==> config.mk <==
export PLATFORM = sky130hd
export DESIGN_NAME = strobe_reg_bank
export DESIGN_NICKNAME = d
export VERILOG_FILES = /design/src/rtl/strb_bank_pkg.sv /design/src/rtl/strb_edge_sync.sv /design/src/rtl/ofs_onehot.sv /design/src/rtl/field_store.sv /design/src/rtl/strobe_reg_bank.sv
export SDC_FILE = /design/constraint.sdc
export NUM_CORES = 1
export LEC_CHECK = 0
export BUFFER_PORTS_ARGS = -buffer_cell sky130_fd_sc_hd__buf_4
export CAP_MARGIN = 20
export CORE_ASPECT_RATIO = 1.5
export CORE_MARGIN = 8
export CORE_UTILIZATION = 40
export DETAILED_ROUTE_END_ITERATION = 8
export GPL_TIMING_DRIVEN = 0
export PLACE_DENSITY = 0.62
export SLEW_MARGIN = 20
export SYNTH_ARGS = -nofsm -noshare
export SYNTH_HDL_FRONTEND = slang
export SYNTH_SLANG_ARGS = --single-unit
==> constraint.sdc <==
create_clock -name clk -period 1.55 [get_ports clk]
set_input_delay 0.0775 -clock clk [delete_from_list [all_inputs] [get_ports clk]]
set_output_delay 0.0775 -clock clk [all_outputs]
set_load 0.05 [all_outputs]
==> src/rtl/strb_bank_pkg.sv <==
package strb_bank_pkg;

    localparam int DEF_BANKS   = 4;
    localparam int DEF_REGS    = 8;
    localparam int DEF_FIELD_W = 5;
    localparam int DEF_SYNC    = 2;

    // Width of an index able to address n items (at least one bit).
    function automatic int idx_bits(input int n);
        return (n <= 2) ? 1 : $clog2(n);
    endfunction

    // Phase of the enable seen by the edge detector.
    typedef enum logic [1:0] {
        EN_IDLE = 2'b00,
        EN_RISE = 2'b01,
        EN_HELD = 2'b11,
        EN_FALL = 2'b10
    } en_phase_e;

    function automatic en_phase_e classify(input logic now_v, input logic last_v);
        return en_phase_e'({last_v, now_v});
    endfunction

endpackage

==> src/rtl/strb_edge_sync.sv <==
module strb_edge_sync #(
    parameter int DEPTH = strb_bank_pkg::DEF_SYNC
) (
    input  logic clk,
    input  logic rst,
    input  logic en_async,
    output logic fire
);
    import strb_bank_pkg::*;

    logic [DEPTH-1:0] stg;
    logic             last_q;
    en_phase_e        phase;

    generate
        if (DEPTH == 1) begin : g_single
            always_ff @(posedge clk) begin
                if (rst) stg <= '0;
                else     stg <= en_async;
            end
        end else begin : g_chain
            always_ff @(posedge clk) begin
                if (rst) stg <= '0;
                else     stg <= {stg[DEPTH-2:0], en_async};
            end
        end
    endgenerate

    always_ff @(posedge clk) begin
        if (rst) last_q <= 1'b0;
        else     last_q <= stg[DEPTH-1];
    end

    always_comb begin
        phase = classify(stg[DEPTH-1], last_q);
        fire  = (phase == EN_RISE);
    end

endmodule

==> src/rtl/ofs_onehot.sv <==
module ofs_onehot #(
    parameter int NUM_REGS = strb_bank_pkg::DEF_REGS,
    localparam int OFS_W   = strb_bank_pkg::idx_bits(NUM_REGS)
) (
    input  logic                fire,
    input  logic [OFS_W-1:0]    ofs,
    output logic [NUM_REGS-1:0] wsel
);
    generate
        for (genvar i = 0; i < NUM_REGS; i++) begin : g_dec
            assign wsel[i] = fire && (ofs == OFS_W'(i));
        end
    endgenerate
endmodule

==> src/rtl/field_store.sv <==
module field_store #(
    parameter int NUM_REGS = strb_bank_pkg::DEF_REGS,
    parameter int FIELD_W  = strb_bank_pkg::DEF_FIELD_W,
    localparam int TOTAL_W = NUM_REGS * FIELD_W
) (
    input  logic                clk,
    input  logic                rst,
    input  logic [NUM_REGS-1:0] wsel,
    input  logic [FIELD_W-1:0]  wval,
    output logic [TOTAL_W-1:0]  q
);
    generate
        for (genvar i = 0; i < NUM_REGS; i++) begin : g_reg
            logic [FIELD_W-1:0] r;
            always_ff @(posedge clk) begin
                if (rst)          r <= '0;
                else if (wsel[i]) r <= wval;
            end
            assign q[i*FIELD_W +: FIELD_W] = r;
        end
    endgenerate
endmodule

==> src/rtl/strobe_reg_bank.sv <==
module strobe_reg_bank #(
    parameter int NUM_BANKS  = strb_bank_pkg::DEF_BANKS,
    parameter int NUM_REGS   = strb_bank_pkg::DEF_REGS,
    parameter int FIELD_W    = strb_bank_pkg::DEF_FIELD_W,
    parameter int SYNC_DEPTH = strb_bank_pkg::DEF_SYNC,
    parameter int BANK_SEL   = 0,
    localparam int OFS_W     = strb_bank_pkg::idx_bits(NUM_REGS),
    localparam int TOTAL_W   = NUM_REGS * FIELD_W
) (
    input  logic                 clk,
    input  logic                 rst,
    input  logic [NUM_BANKS-1:0] en_bus,
    input  logic [OFS_W-1:0]     ofs,
    input  logic [FIELD_W-1:0]   wdata,
    output logic [TOTAL_W-1:0]   ctrl_out
);
    typedef struct packed {
        logic               fire;
        logic [OFS_W-1:0]   ofs;
        logic [FIELD_W-1:0] val;
    } wreq_t;

    logic                my_en;
    logic                fire;
    wreq_t               req;
    logic [NUM_REGS-1:0] wsel;

    assign my_en = en_bus[BANK_SEL];

    strb_edge_sync #(.DEPTH(SYNC_DEPTH)) u_sync (
        .clk      (clk),
        .rst      (rst),
        .en_async (my_en),
        .fire     (fire)
    );

    always_comb begin
        req.fire = fire;
        req.ofs  = ofs;
        req.val  = wdata;
    end

    ofs_onehot #(.NUM_REGS(NUM_REGS)) u_dec (
        .fire (req.fire),
        .ofs  (req.ofs),
        .wsel (wsel)
    );

    field_store #(.NUM_REGS(NUM_REGS), .FIELD_W(FIELD_W)) u_store (
        .clk  (clk),
        .rst  (rst),
        .wsel (wsel),
        .wval (req.val),
        .q    (ctrl_out)
    );

endmodule

==> impl_metrics.csv <==
group,metric,value,unit
outcome,status,"finished clean",
pwr,clkPwrFrac,37.6,%
worst_setup_path,crit_path_top_delay_cell,"dfxtp_1",
cells_and_area,n_antenna_cell,0,
clocking,cts_tree,"done",
pwr,p_sw_share,22.3,%
worst_setup_path,path_max_fanout,5,
sta,setup_violations,0,
cells_and_area,drive_above_1_share,31.8,%
worst_setup_path,crit_path_end_kind,"flop",
floorplan,die_w,69.6,um
synthesis,yosys.area_share.simple,23.3,%
clocking,cts_sinks,43,
worst_setup_path,required,1760,ps
cells_and_area,nets,227,
sta,tns,0,ps
placement,numPortBuffers,49,
worst_setup_path,arrival,1480,ps
floorplan,rows,29,
synthesis,synth_cells,156,
clocking,clockBufferDepth,2,
drt,routed_wirelength,4140,um
pwr,power,2.04,mW
global_route,antenna_found_initial,0,
synthesis,synth_mux_area_share,23.2,%
cells_and_area,fill_cells,409,
worst_setup_path,reg2reg_to,"u_store.g_reg[4].r[0]$_SDFFE_PP0P_",
pwr,intPower,1.59,mW
worst_setup_path,crit_chain,"nor3b_4, and3b_1, buf_6, mux2i_1",
cells_and_area,finish.utilization,53.7,%
sta,max_freq,0.792,GHz
global_route,grt_start_max_net_pins,13,
pwr,power_density,902,nW/um^2
cells_and_area,final_common_cell,"buf_4",
placement,placed_cell_area,2150,um^2
sta,skew,3.07,ps
synthesis,syn_area,1730,um^2
floorplan,die_area,6720,um^2
cells_and_area,fin_cells,260,
synthesis,synth_compound_area_share,0,%
drt,drt_pre_antenna_iters,4,
floorplan,initial_utilization,41.0,%
synthesis,yosysUniqueCellTypes,15,
worst_setup_path,rr_worst_depth,4,
sta,hold_viol_final,0,
placement,dp.cells,251,
synthesis,yosys_warnings,0,
worst_setup_path,worstSetupStartpoint,"u_sync.stg[1]$_SDFF_PP0_",
synthesis,synth-xor-area-share,0,%
floorplan,chipHeight,96.5,um
cells_and_area,multiInputGateArea,803,um^2
worst_setup_path,timing.rr.start,"u_sync.stg[1]$_SDFF_PP0_",
synthesis,synthAdderAreaFrac,0,%
global_route,grt_usage,12.7,%
synthesis,avgSynthCellArea,11.1,um^2
global_route,grt_overflow,0,
worst_setup_path,slowest_delay,350,ps
sta,rsz0062_at_grt,"no",
drt,drt_iter0_markers,54,
synthesis,ys_seq_area_share,49.9,%
pwr,irDropWorstVdd,0.000726,V
hold_path,min_path_type,"in -> reg",
cells_and_area,area_delta_synth_final,31.0,%
synthesis,synth_fp_nets,170,
clocking,numCtsBuffers,5,
cells_and_area,finalInstanceArea,2260,um^2
clocking,ctsResizeCount,0,
clocking,insertion_delay,290,ps
global_route,grt_first_pass_wirelength,6840,um
sta,max-slew-margin-rel,65.1,%
drt,drtAntennaViolNets,0,
clocking,path_clk_slew,80,ps
drt,routed_via_density,4.83,
drt,wl_met2,2170,um
drt,remaining_drc_errors,0,
pwr,seq_power_share,54.8,%
synthesis,synth-seq-cells,43,
job,maxCapViolCount,0,
worst_setup_path,regToRegSetupSlack,290,ps
floorplan,core_area,4210,um^2
cells_and_area,final_cell_mix,"50 x buf_4, 45 x nand2b_1, 43 x dfxtp_1",
drt,highest_layer,"met4",
pwr,p_leak,1.15,nW
worst_setup_path,path_buf_inv,1,
pwr,p_switching,0.455,mW
clocking,htree_levels,2,
worst_setup_path,cp_top_family,"simple AND/OR/NAND/NOR gates",
drt,avgRoutedWirePerCell,15.9,um
worst_setup_path,cp-start-kind,"flop",
sta,tightest_slew,524,ps
drt,wl_met1,1670,um
floorplan,pin_count,54,
hold_path,holdPathStages,3,
hold_path,worstHoldStart,"ofs[1]",
placement,gp_congestion,0.722,
pwr,combPwrFrac,7.5,%
drt,route.met3.wl,202,um
sta,min_period,1260,ps
sta,slew_violations,0,
hold_path,hold_end,"u_store.g_reg[6].r[4]$_SDFFE_PP0P_",
worst_setup_path,worstSetupPathType,"reg -> reg",
sta,fin_crit_sh,81.5,%
cells_and_area,seq_area,861,um^2
placement,place_hpwl,3110,um
clocking,cts_root_buffer,"clkbuf_8",
global_route,grt_pass1_vias,1364,
drt,dr_total_vias,1255,
synthesis,synth_top_family_by_area,"simple AND/OR/NAND/NOR gates",
how the worst max path moves through the flow:
stage,to,slack [ps],cells after the start
2_1_floorplan,u_store.g_reg[4].r[0]$_SDFFE_PP0P_,440,4
3_3_place_gp,u_store.g_reg[4].r[0]$_SDFFE_PP0P_,350,4
3_5_place_dp,u_store.g_reg[4].r[0]$_SDFFE_PP0P_,310,4
4_1_cts,u_store.g_reg[4].r[0]$_SDFFE_PP0P_,270,4
5_1_grt,u_store.g_reg[4].r[4]$_SDFFE_PP0P_,170,4
6_report,u_store.g_reg[4].r[0]$_SDFFE_PP0P_,290,4
state kept, by name, indices dropped and copies added (netlist names):
signal / count
u_store.g.r: 40
u_sync.stg: 2
u_sync.last_q: 1
stage by stage:
step	hold WS (ps)	setup WS, ps
6_report	217	287
4_1_cts	217	273
2_1_floorplan	206	440
3_5_place_dp	300	307
3_3_place_gp	291	346
5_1_grt	228	171
cell families after synthesis:
kind of cell,after synthesis
and+or+nand+nor,60
DFF,43
muxes,40
buffers and inverters,13
repair_timing:
item / 4_1_cts / 5_1_grt
hold buffers: 1 / 0
setup buffers: 0 / 0
endpoints found under the hold margin: 1 / 0
area by class of cell:
class,count,area share [%]
clock buffers,8,4.42
repair buffers,50,16.7
plain buffers,13,2.77
multi-input cells,100,35.5
well taps,46,2.54
flip-flops and latches,43,38.1
tightest hold or removal path, stage by stage:
cell	delay, ps
buf_4	140
nand3_2	160
mux2i_1	90
cell usage after synthesis (all sizes together):
master,instances,area share [%]
nor2b,4,1.4
mux2i,40,23
buf,6,2.1
clkbuf,7,1.5
nor3b,1,1.1
nor2,1,0.22
nand3,2,1.2
dfxtp,43,50
nand3b,1,0.65
and3b,2,1.0
nand2b,45,16
nand2,4,1.4
routing by layer:
layer / track usage, % / up-vias
met5: 0 / -
met4: 6.72 / 0
met3: 4.09 / 8
met2: 22.7 / 33
met1: 13.1 / 596
li1: - / 618
power by group through the flow:
stage	clock network [mW]	registers, mW	logic [mW]
2_1_floorplan	0	1.17	0.0721
3_3_place_gp	0	1.15	0.151
3_5_place_dp	0	1.15	0.154
4_1_cts	0.785	1.12	0.157
5_1_grt	0.831	1.12	0.165
6_report	0.769	1.12	0.153
Note: power is estimated with default switching activity, not from simulation.
